==> src/rtl/regfield_pkg.sv <==
package regfield_pkg;

  typedef enum logic [1:0] {ACC_NA, ACC_RO, ACC_WO, ACC_RW} acc_e;

  typedef enum logic [3:0] {
    OW_PLAIN, OW_SET1, OW_CLR1, OW_TOG1,
    OW_SET0, OW_CLR0, OW_TOG0, OW_CLRALL, OW_SETALL
  } ow_e;

  typedef enum logic [1:0] {RD_NONE, RD_CLR, RD_SET} rd_e;

  typedef enum logic {PREC_SW, PREC_HW} prec_e;

  typedef enum logic [1:0] {HWE_NONE, HWE_HIGH, HWE_LOW} hwe_e;

  function automatic bit acc_can_wr(acc_e a);
    return (a == ACC_RW) || (a == ACC_WO);
  endfunction

  function automatic bit acc_can_rd(acc_e a);
    return (a == ACC_RW) || (a == ACC_RO);
  endfunction

endpackage

==> src/rtl/regfield_sw_merge.sv <==
module regfield_sw_merge #(
  parameter int               BUS_W     = 32,
  parameter int               FIELD_W   = 12,
  parameter int               FIELD_LSB = 6,
  parameter regfield_pkg::ow_e ON_WR    = regfield_pkg::OW_PLAIN
) (
  input  logic [FIELD_W-1:0] old_q,
  input  logic [BUS_W-1:0]   bus_data,
  input  logic [BUS_W/8-1:0] byte_en,
  output logic [FIELD_W-1:0] new_q
);
  import regfield_pkg::*;

  for (genvar k = 0; k < FIELD_W; k++) begin : g_bit
    localparam int BPOS = FIELD_LSB + k;
    localparam int LANE = BPOS / 8;

    if (ON_WR == OW_CLRALL) begin : g_zero
      assign new_q[k] = 1'b0;
    end else if (ON_WR == OW_SETALL) begin : g_one
      assign new_q[k] = 1'b1;
    end else begin : g_lane
      logic d, o, m;
      assign d = bus_data[BPOS];
      assign o = old_q[k];
      always_comb begin
        case (ON_WR)
          OW_SET1: m = o | d;
          OW_CLR1: m = o & ~d;
          OW_TOG1: m = o ^ d;
          OW_SET0: m = o | ~d;
          OW_CLR0: m = o & d;
          OW_TOG0: m = o ~^ d;
          default: m = d;
        endcase
      end
      assign new_q[k] = byte_en[LANE] ? m : o;
    end
  end

endmodule

==> src/rtl/regfield_hw_gate.sv <==
module regfield_hw_gate #(
  parameter regfield_pkg::hwe_e HW_WE = regfield_pkg::HWE_HIGH
) (
  input  logic we_in,
  output logic load_ok
);
  import regfield_pkg::*;

  if (HW_WE == HWE_HIGH) begin : g_high
    assign load_ok = we_in;
  end else if (HW_WE == HWE_LOW) begin : g_low
    assign load_ok = ~we_in;
  end else begin : g_free
    assign load_ok = 1'b1;
  end

endmodule

==> src/rtl/regfield_next_sel.sv <==
module regfield_next_sel #(
  parameter int FIELD_W      = 12,
  parameter bit HW_FIRST     = 1'b0,
  parameter bit SINGLE_PULSE = 1'b0
) (
  input  logic [FIELD_W-1:0] cur_q,
  input  logic               sw_go,
  input  logic [FIELD_W-1:0] sw_val,
  input  logic               rd_go,
  input  logic [FIELD_W-1:0] rd_val,
  input  logic               hw_go,
  input  logic [FIELD_W-1:0] hw_val,
  output logic [FIELD_W-1:0] nxt_q
);

  always_comb begin
    if (HW_FIRST && hw_go)       nxt_q = hw_val;
    else if (sw_go)              nxt_q = sw_val;
    else if (rd_go)              nxt_q = rd_val;
    else if (!HW_FIRST && hw_go) nxt_q = hw_val;
    else if (SINGLE_PULSE)       nxt_q = '0;
    else                         nxt_q = cur_q;
  end

endmodule

==> src/rtl/regfield_cell.sv <==
module regfield_cell #(
  parameter int                  BUS_W        = 32,
  parameter int                  FIELD_W      = 12,
  parameter int                  FIELD_LSB    = 6,
  parameter regfield_pkg::acc_e  SW_ACC       = regfield_pkg::ACC_RW,
  parameter regfield_pkg::acc_e  HW_ACC       = regfield_pkg::ACC_RW,
  parameter regfield_pkg::hwe_e  HW_WE        = regfield_pkg::HWE_HIGH,
  parameter regfield_pkg::ow_e   ON_WR        = regfield_pkg::OW_PLAIN,
  parameter regfield_pkg::rd_e   ON_RD        = regfield_pkg::RD_CLR,
  parameter regfield_pkg::prec_e PREC         = regfield_pkg::PREC_SW,
  parameter bit                  SINGLE_PULSE = 1'b0,
  parameter bit                  RST_ASYNC    = 1'b0,
  parameter bit                  RST_HIGH     = 1'b1,
  parameter logic [FIELD_W-1:0]  RESET_VAL    = '0
) (
  input  logic               clk,
  input  logic               rst,
  input  logic [BUS_W-1:0]   sw_wdata,
  input  logic [BUS_W/8-1:0] sw_byte_en,
  input  logic               sw_wr,
  input  logic               sw_rd,
  input  logic [FIELD_W-1:0] hw_wdata,
  input  logic               hw_we,
  output logic [FIELD_W-1:0] field_q
);
  import regfield_pkg::*;

  localparam bit SW_WR_OK = acc_can_wr(SW_ACC);
  localparam bit SW_RD_OK = acc_can_rd(SW_ACC) && (ON_RD != RD_NONE);
  localparam bit HW_WR_OK = acc_can_wr(HW_ACC);
  localparam bit HW_FIRST = (PREC == PREC_HW);

  if (FIELD_LSB + FIELD_W > BUS_W) begin : g_bad_span
    $error("regfield_cell: field does not fit inside the bus word");
  end
  if (HW_WR_OK && SW_WR_OK && HW_WE == HWE_NONE && HW_FIRST) begin : g_bad_cfg
    $error("regfield_cell: free-running hardware load with hardware precedence blocks every software write");
  end

  logic               rst_on;
  logic               hw_ok;
  logic               sw_go, rd_go, hw_go;
  logic [FIELD_W-1:0] sw_val, rd_val, nxt_q, q_r;

  assign rst_on = RST_HIGH ? rst : ~rst;

  regfield_sw_merge #(
    .BUS_W(BUS_W), .FIELD_W(FIELD_W), .FIELD_LSB(FIELD_LSB), .ON_WR(ON_WR)
  ) u_merge (
    .old_q(q_r), .bus_data(sw_wdata), .byte_en(sw_byte_en), .new_q(sw_val)
  );

  regfield_hw_gate #(.HW_WE(HW_WE)) u_gate (.we_in(hw_we), .load_ok(hw_ok));

  assign sw_go  = SW_WR_OK && sw_wr;
  assign rd_go  = SW_RD_OK && sw_rd;
  assign hw_go  = HW_WR_OK && hw_ok;
  assign rd_val = (ON_RD == RD_SET) ? '1 : '0;

  regfield_next_sel #(
    .FIELD_W(FIELD_W), .HW_FIRST(HW_FIRST), .SINGLE_PULSE(SINGLE_PULSE)
  ) u_sel (
    .cur_q(q_r), .sw_go(sw_go), .sw_val(sw_val), .rd_go(rd_go), .rd_val(rd_val),
    .hw_go(hw_go), .hw_val(hw_wdata), .nxt_q(nxt_q)
  );

  if (RST_ASYNC && RST_HIGH) begin : g_rst_ahi
    always_ff @(posedge clk or posedge rst) begin
      if (rst) q_r <= RESET_VAL;
      else     q_r <= nxt_q;
    end
  end else if (RST_ASYNC) begin : g_rst_alo
    always_ff @(posedge clk or negedge rst) begin
      if (!rst) q_r <= RESET_VAL;
      else      q_r <= nxt_q;
    end
  end else begin : g_rst_sync
    always_ff @(posedge clk) begin
      if (rst_on) q_r <= RESET_VAL;
      else        q_r <= nxt_q;
    end
  end

  assign field_q = q_r;

  // Assertions
  if (SINGLE_PULSE) begin : g_ast_pulse
    AST_PULSE_DROPS: assert property (@(posedge clk) disable iff (rst_on)
      (!sw_go && !rd_go && !hw_go) |=> (field_q == '0));
  end else begin : g_ast_hold
    AST_HOLD_IDLE: assert property (@(posedge clk) disable iff (rst_on)
      (!sw_go && !rd_go && !hw_go) |=> $stable(field_q));
  end

  if (HW_WR_OK) begin : g_ast_hw
    AST_HW_LOAD: assert property (@(posedge clk) disable iff (rst_on)
      (hw_go && (HW_FIRST || (!sw_go && !rd_go))) |=> (field_q == $past(hw_wdata)));
  end

  if (SW_RD_OK && ON_RD == RD_SET) begin : g_ast_rset
    AST_READ_SETS: assert property (@(posedge clk) disable iff (rst_on)
      (rd_go && !sw_go && !(HW_FIRST && hw_go)) |=> (&field_q));
  end else if (SW_RD_OK) begin : g_ast_rclr
    AST_READ_CLEARS: assert property (@(posedge clk) disable iff (rst_on)
      (rd_go && !sw_go && !(HW_FIRST && hw_go)) |=> (field_q == '0));
  end

  if (SW_WR_OK && ON_WR == OW_CLRALL) begin : g_ast_wclr
    AST_WRITE_ZEROES: assert property (@(posedge clk) disable iff (rst_on)
      (sw_go && !(HW_FIRST && hw_go)) |=> (field_q == '0));
  end else if (SW_WR_OK && ON_WR == OW_SETALL) begin : g_ast_wset
    AST_WRITE_ONES: assert property (@(posedge clk) disable iff (rst_on)
      (sw_go && !(HW_FIRST && hw_go)) |=> (&field_q));
  end

endmodule

==> config.mk <==
export PLATFORM = sky130hd
export DESIGN_NAME = regfield_cell
export DESIGN_NICKNAME = d
export VERILOG_FILES = /design/src/rtl/regfield_pkg.sv /design/src/rtl/regfield_sw_merge.sv /design/src/rtl/regfield_hw_gate.sv /design/src/rtl/regfield_next_sel.sv /design/src/rtl/regfield_cell.sv
export SDC_FILE = /design/constraint.sdc
export NUM_CORES = 1
export LEC_CHECK = 0
export BUFFER_PORTS_ARGS = -buffer_cell sky130_fd_sc_hd__buf_4
export CELL_PAD_IN_SITES_DETAIL_PLACEMENT = 0
export CELL_PAD_IN_SITES_GLOBAL_PLACEMENT = 1
export CORE_MARGIN = 3
export CORE_UTILIZATION = 24
export DETAILED_ROUTE_END_ITERATION = 12
export PLACE_DENSITY = 0.85
export SLEW_MARGIN = 10
export SYNTH_ARGS = -nofsm -noshare
export SYNTH_HDL_FRONTEND = slang
export SYNTH_SLANG_ARGS = --single-unit
export TNS_END_PERCENT = 20
==> constraint.sdc <==
create_clock -name clk -period 1 [get_ports clk]
set_input_delay 0.15 -clock clk [delete_from_list [all_inputs] [get_ports clk]]
set_output_delay 0.15 -clock clk [all_outputs]
set_load 0.005 [all_outputs]
==> results by group <==
Status
  – Status: finished clean

Worst setup path
  – WP depth: 1
  – Slowest-stage cell, CP: dfxtp_1
  – Worst Path Buf+Inv: 1
  – R2R depth: 1
  – Slowest cell delay on critical path: 0.35 ns
  – Critical path endpoint category: output port
  – R2R setup slack: 0.31 ns
  – Reg2reg end: field_q[3]$_SDFFE_PP0P_
  – Worst Path Required: 0.85 ns
  – CP endpoint: field_q[10]
  – CP Max Fanout: 2
  – Crit Path Class: flip-flop to output port
  – Worst Setup SP: field_q[10]$_SDFFE_PP0P_
  – Startpoint Class: flip-flop
  – CP delay by family, top: flip-flops
  – Worst endpoint data arrival time: 0.73 ns
  – CP cell instances: buf_4
  – R2r startpoint: field_q[3]$_SDFFE_PP0P_

Hold path
  – Cell count of the worst hold path: 3
  – Worst Hold Class: input pin to flip-flop

Yosys
  – Most frequent cell after synthesis: inv_1
  – Yosys warns: 0
  – Async SR Flop Fraction: 0%
  – Yosys top cell area share: 32.99%
  – Netlist cell types: 12
  – Synth Instances: 86
  – Top FF cell, synth: dfxtp_1
  – Mapped cell area: 728.2 µm²
  – Post-synth EDFFs: 0
  – Leading post-synthesis cells by cell area: dfxtp_1 33%, o221a_1 19%, inv_1 14%, a21oi_1 9.6%, a21oi_2 9.6%
  – Post-synthesis sequential area ratio: 32.99%
  – Top cells by count, synth: 27 x inv_1, 14 x a21oi_1, 12 x dfxtp_1, 12 x o221a_1, 8 x a21oi_2
  – Mapped Nets: 139
  – Mapped Avg Cell Area: 8.467 µm²
  – Largest area contributor in the netlist: dfxtp_1
  – FF+latch count, synth: 12

Clock tree
  – Root Driver: clkbuf_4
  – CTS tree: yes
  – CTS Sinks: 12
  – Worst-skew pair later-pin latency: 0.26 ns
  – Post-CTS Setup Bufs: 0
  – CTS clk-pin slew, worst paths: 0.07 ns
  – H-tree depth: 1
  – Longest Clk Path Bufs: 2
  – CTS buffer count: 3
  – CTS-repair resized insts: 0
  – CTS hold repair buffers: 0

Placed design
  – Placed insts: 160
  – DP Wirelength: 1634 µm
  – Dpl cell area: 0.001087 mm²
  – Final GP Congestion: 0.6261
  – Port buffer count: 43

GRT
  – Gr usage total: 10.39%
  – Largest net degree at the start of global routing: 13
  – First-pass GRT wire length: 2994 µm
  – Initial antenna violation count: 0
  – Vias in the first global route: 718
  – Grt total ovfl: 0

Finish
  – Share of cells above drive strength 1: 46.97%
  – Non-Filler Instances: 163
  – Syn-to-layout area delta: 52.40%
  – Layout Nets: 187
  – FF+latch area: 240.2 µm²
  – N_diodes: 0
  – Area of the multi-input gates: 339.1 µm²
  – Fillers: 289
  – Max reg flops: 12
  – Final Instance Area: 0.001110 mm²

Drt
  – Number of DRC markers in iteration 0: 19
  – Via count: 770
  – Detail Route Antenna Nets: 0
  – Vias/cell: 4.724
  – Pre-antenna DRT Iters: 4
  – Routed WL: 1998 µm
  – WL/cell: 12.26 µm
  – DRC: 0

STA
  – Final period util: 88.23%
  – Slew HR: 68.62%
  – RSZ-0062 raised after global routing: false
  – Endpoints failing setup: 0
  – Final Skew: 0 ns
  – Hold Vio Cnt, Final: 0
  – WHS: 0.2106 ns
  – Max-slew violations: 0
  – Fmax: 1.133 GHz
  – Worst Max-Slew Pin Slew: 0.4707 ns
  – Post-route minimum period: 0.8823 ns

Floorplan
  – Die ar.: 0.003731 mm²
  – Row count: 19
  – Die width: 61.09 µm
  – Initial Util: 25.74%
  – Die height: 61.09 µm
  – Core footprint: 0.002829 mm²
  – Io pins: 65

Pwr
  – Register share of total power: 46.1%
  – Switching share of total power: 26.68%
  – Combinational cell fraction of total power: 29.6%
  – Power Dens Cells: 1058 mW/mm²
  – Leak pwr: 0.0005847 µW
  – Pint: 860.6 µW
  – Clock share of power: 24.3%
  – Sw power: 313.2 µW
  – VDD IR max: 335.3 µV

Run
  – Max Cap Viol: 0
[area by class of cell]
type                    count  area share (%)
multi-input cells          41           30.55
inverters                  27           9.132
well taps                  31           3.495
repair buffers             49           33.15
clock buffers               3           2.029
flip-flops and latches     12           21.65
[per-stage QoR]
stage	utilization (%)	power [µW]	worst slack [ns]	TNS [ns]
global placement	38.43	891.4	-0.03117	-0.2302
finish	39.23	1174	0.1177	0
CTS	39.23	1189	0.1142	0
floorplan	-	708.8	0.1992	0
detailed placement	38.43	902.4	-0.05217	-0.3698
global route	39.23	1239	0.09064	0
[cells in the final DEF, fill, tap and decap left out]
| cell | synthesis | routed |
|---|---|---|
| and2_1 | 1 | 1 |
| buf_4 | 2 | 49 |
| inv_1 | 27 | 27 |
| nor3_4 | 1 | 1 |
| a21oi_2 | 8 | 8 |
| a21oi_4 | 1 | 1 |
| o221a_1 | 12 | 12 |
| clkbuf_4 | 0 | 3 |
| a21oi_1 | 14 | 14 |
| dfxtp_1 | 12 | 12 |
| a31oi_1 | 4 | 4 |
[per-layer routing]
layer | global-route usage, % | up-vias | wire length [µm] | share of wire [%]
li1 | - | 389 | - | -
met1 | 12.20 | 360 | 814 | 41
met2 | 19.64 | 21 | 1081 | 54
met3 | 0.6289 | 0 | 103 | 5.2
met4 | 3.715 | 0 | 0 | 0
met5 | 0 | - | 0 | 0
[worst min-delay path by stage]
stage,from,end,slack (ns)
after global placement,sw_byte_en[0],field_q[1]$_SDFFE_PP0P_,0.48
after floorplan,rst,field_q[10]$_SDFFE_PP0P_,0.32
after CTS,sw_byte_en[2],field_q[11]$_SDFFE_PP0P_,0.20
after global routing,sw_byte_en[2],field_q[11]$_SDFFE_PP0P_,0.21
after detailed placement,sw_byte_en[2],field_q[11]$_SDFFE_PP0P_,0.49
final,sw_byte_en[2],field_q[11]$_SDFFE_PP0P_,0.21
[power by group through the flow]
stage	logic, µW	registers [µW]	clock network [µW]
floorplan	158	551	0
global placement	342	549	0
detailed placement	351	552	0
CTS	351	541	297
global route	384	544	311
finish	348	541	285
[cell families after synthesis]
| group | share of synthesized area (%) |
|---|---|
| AOI/OAI and AO/OA | 43.47 |
| buffers and inverters | 20.45 |
| DFF | 32.99 |
| and+or+nand+nor | 3.094 |
Power figures use the tool's default switching activity.
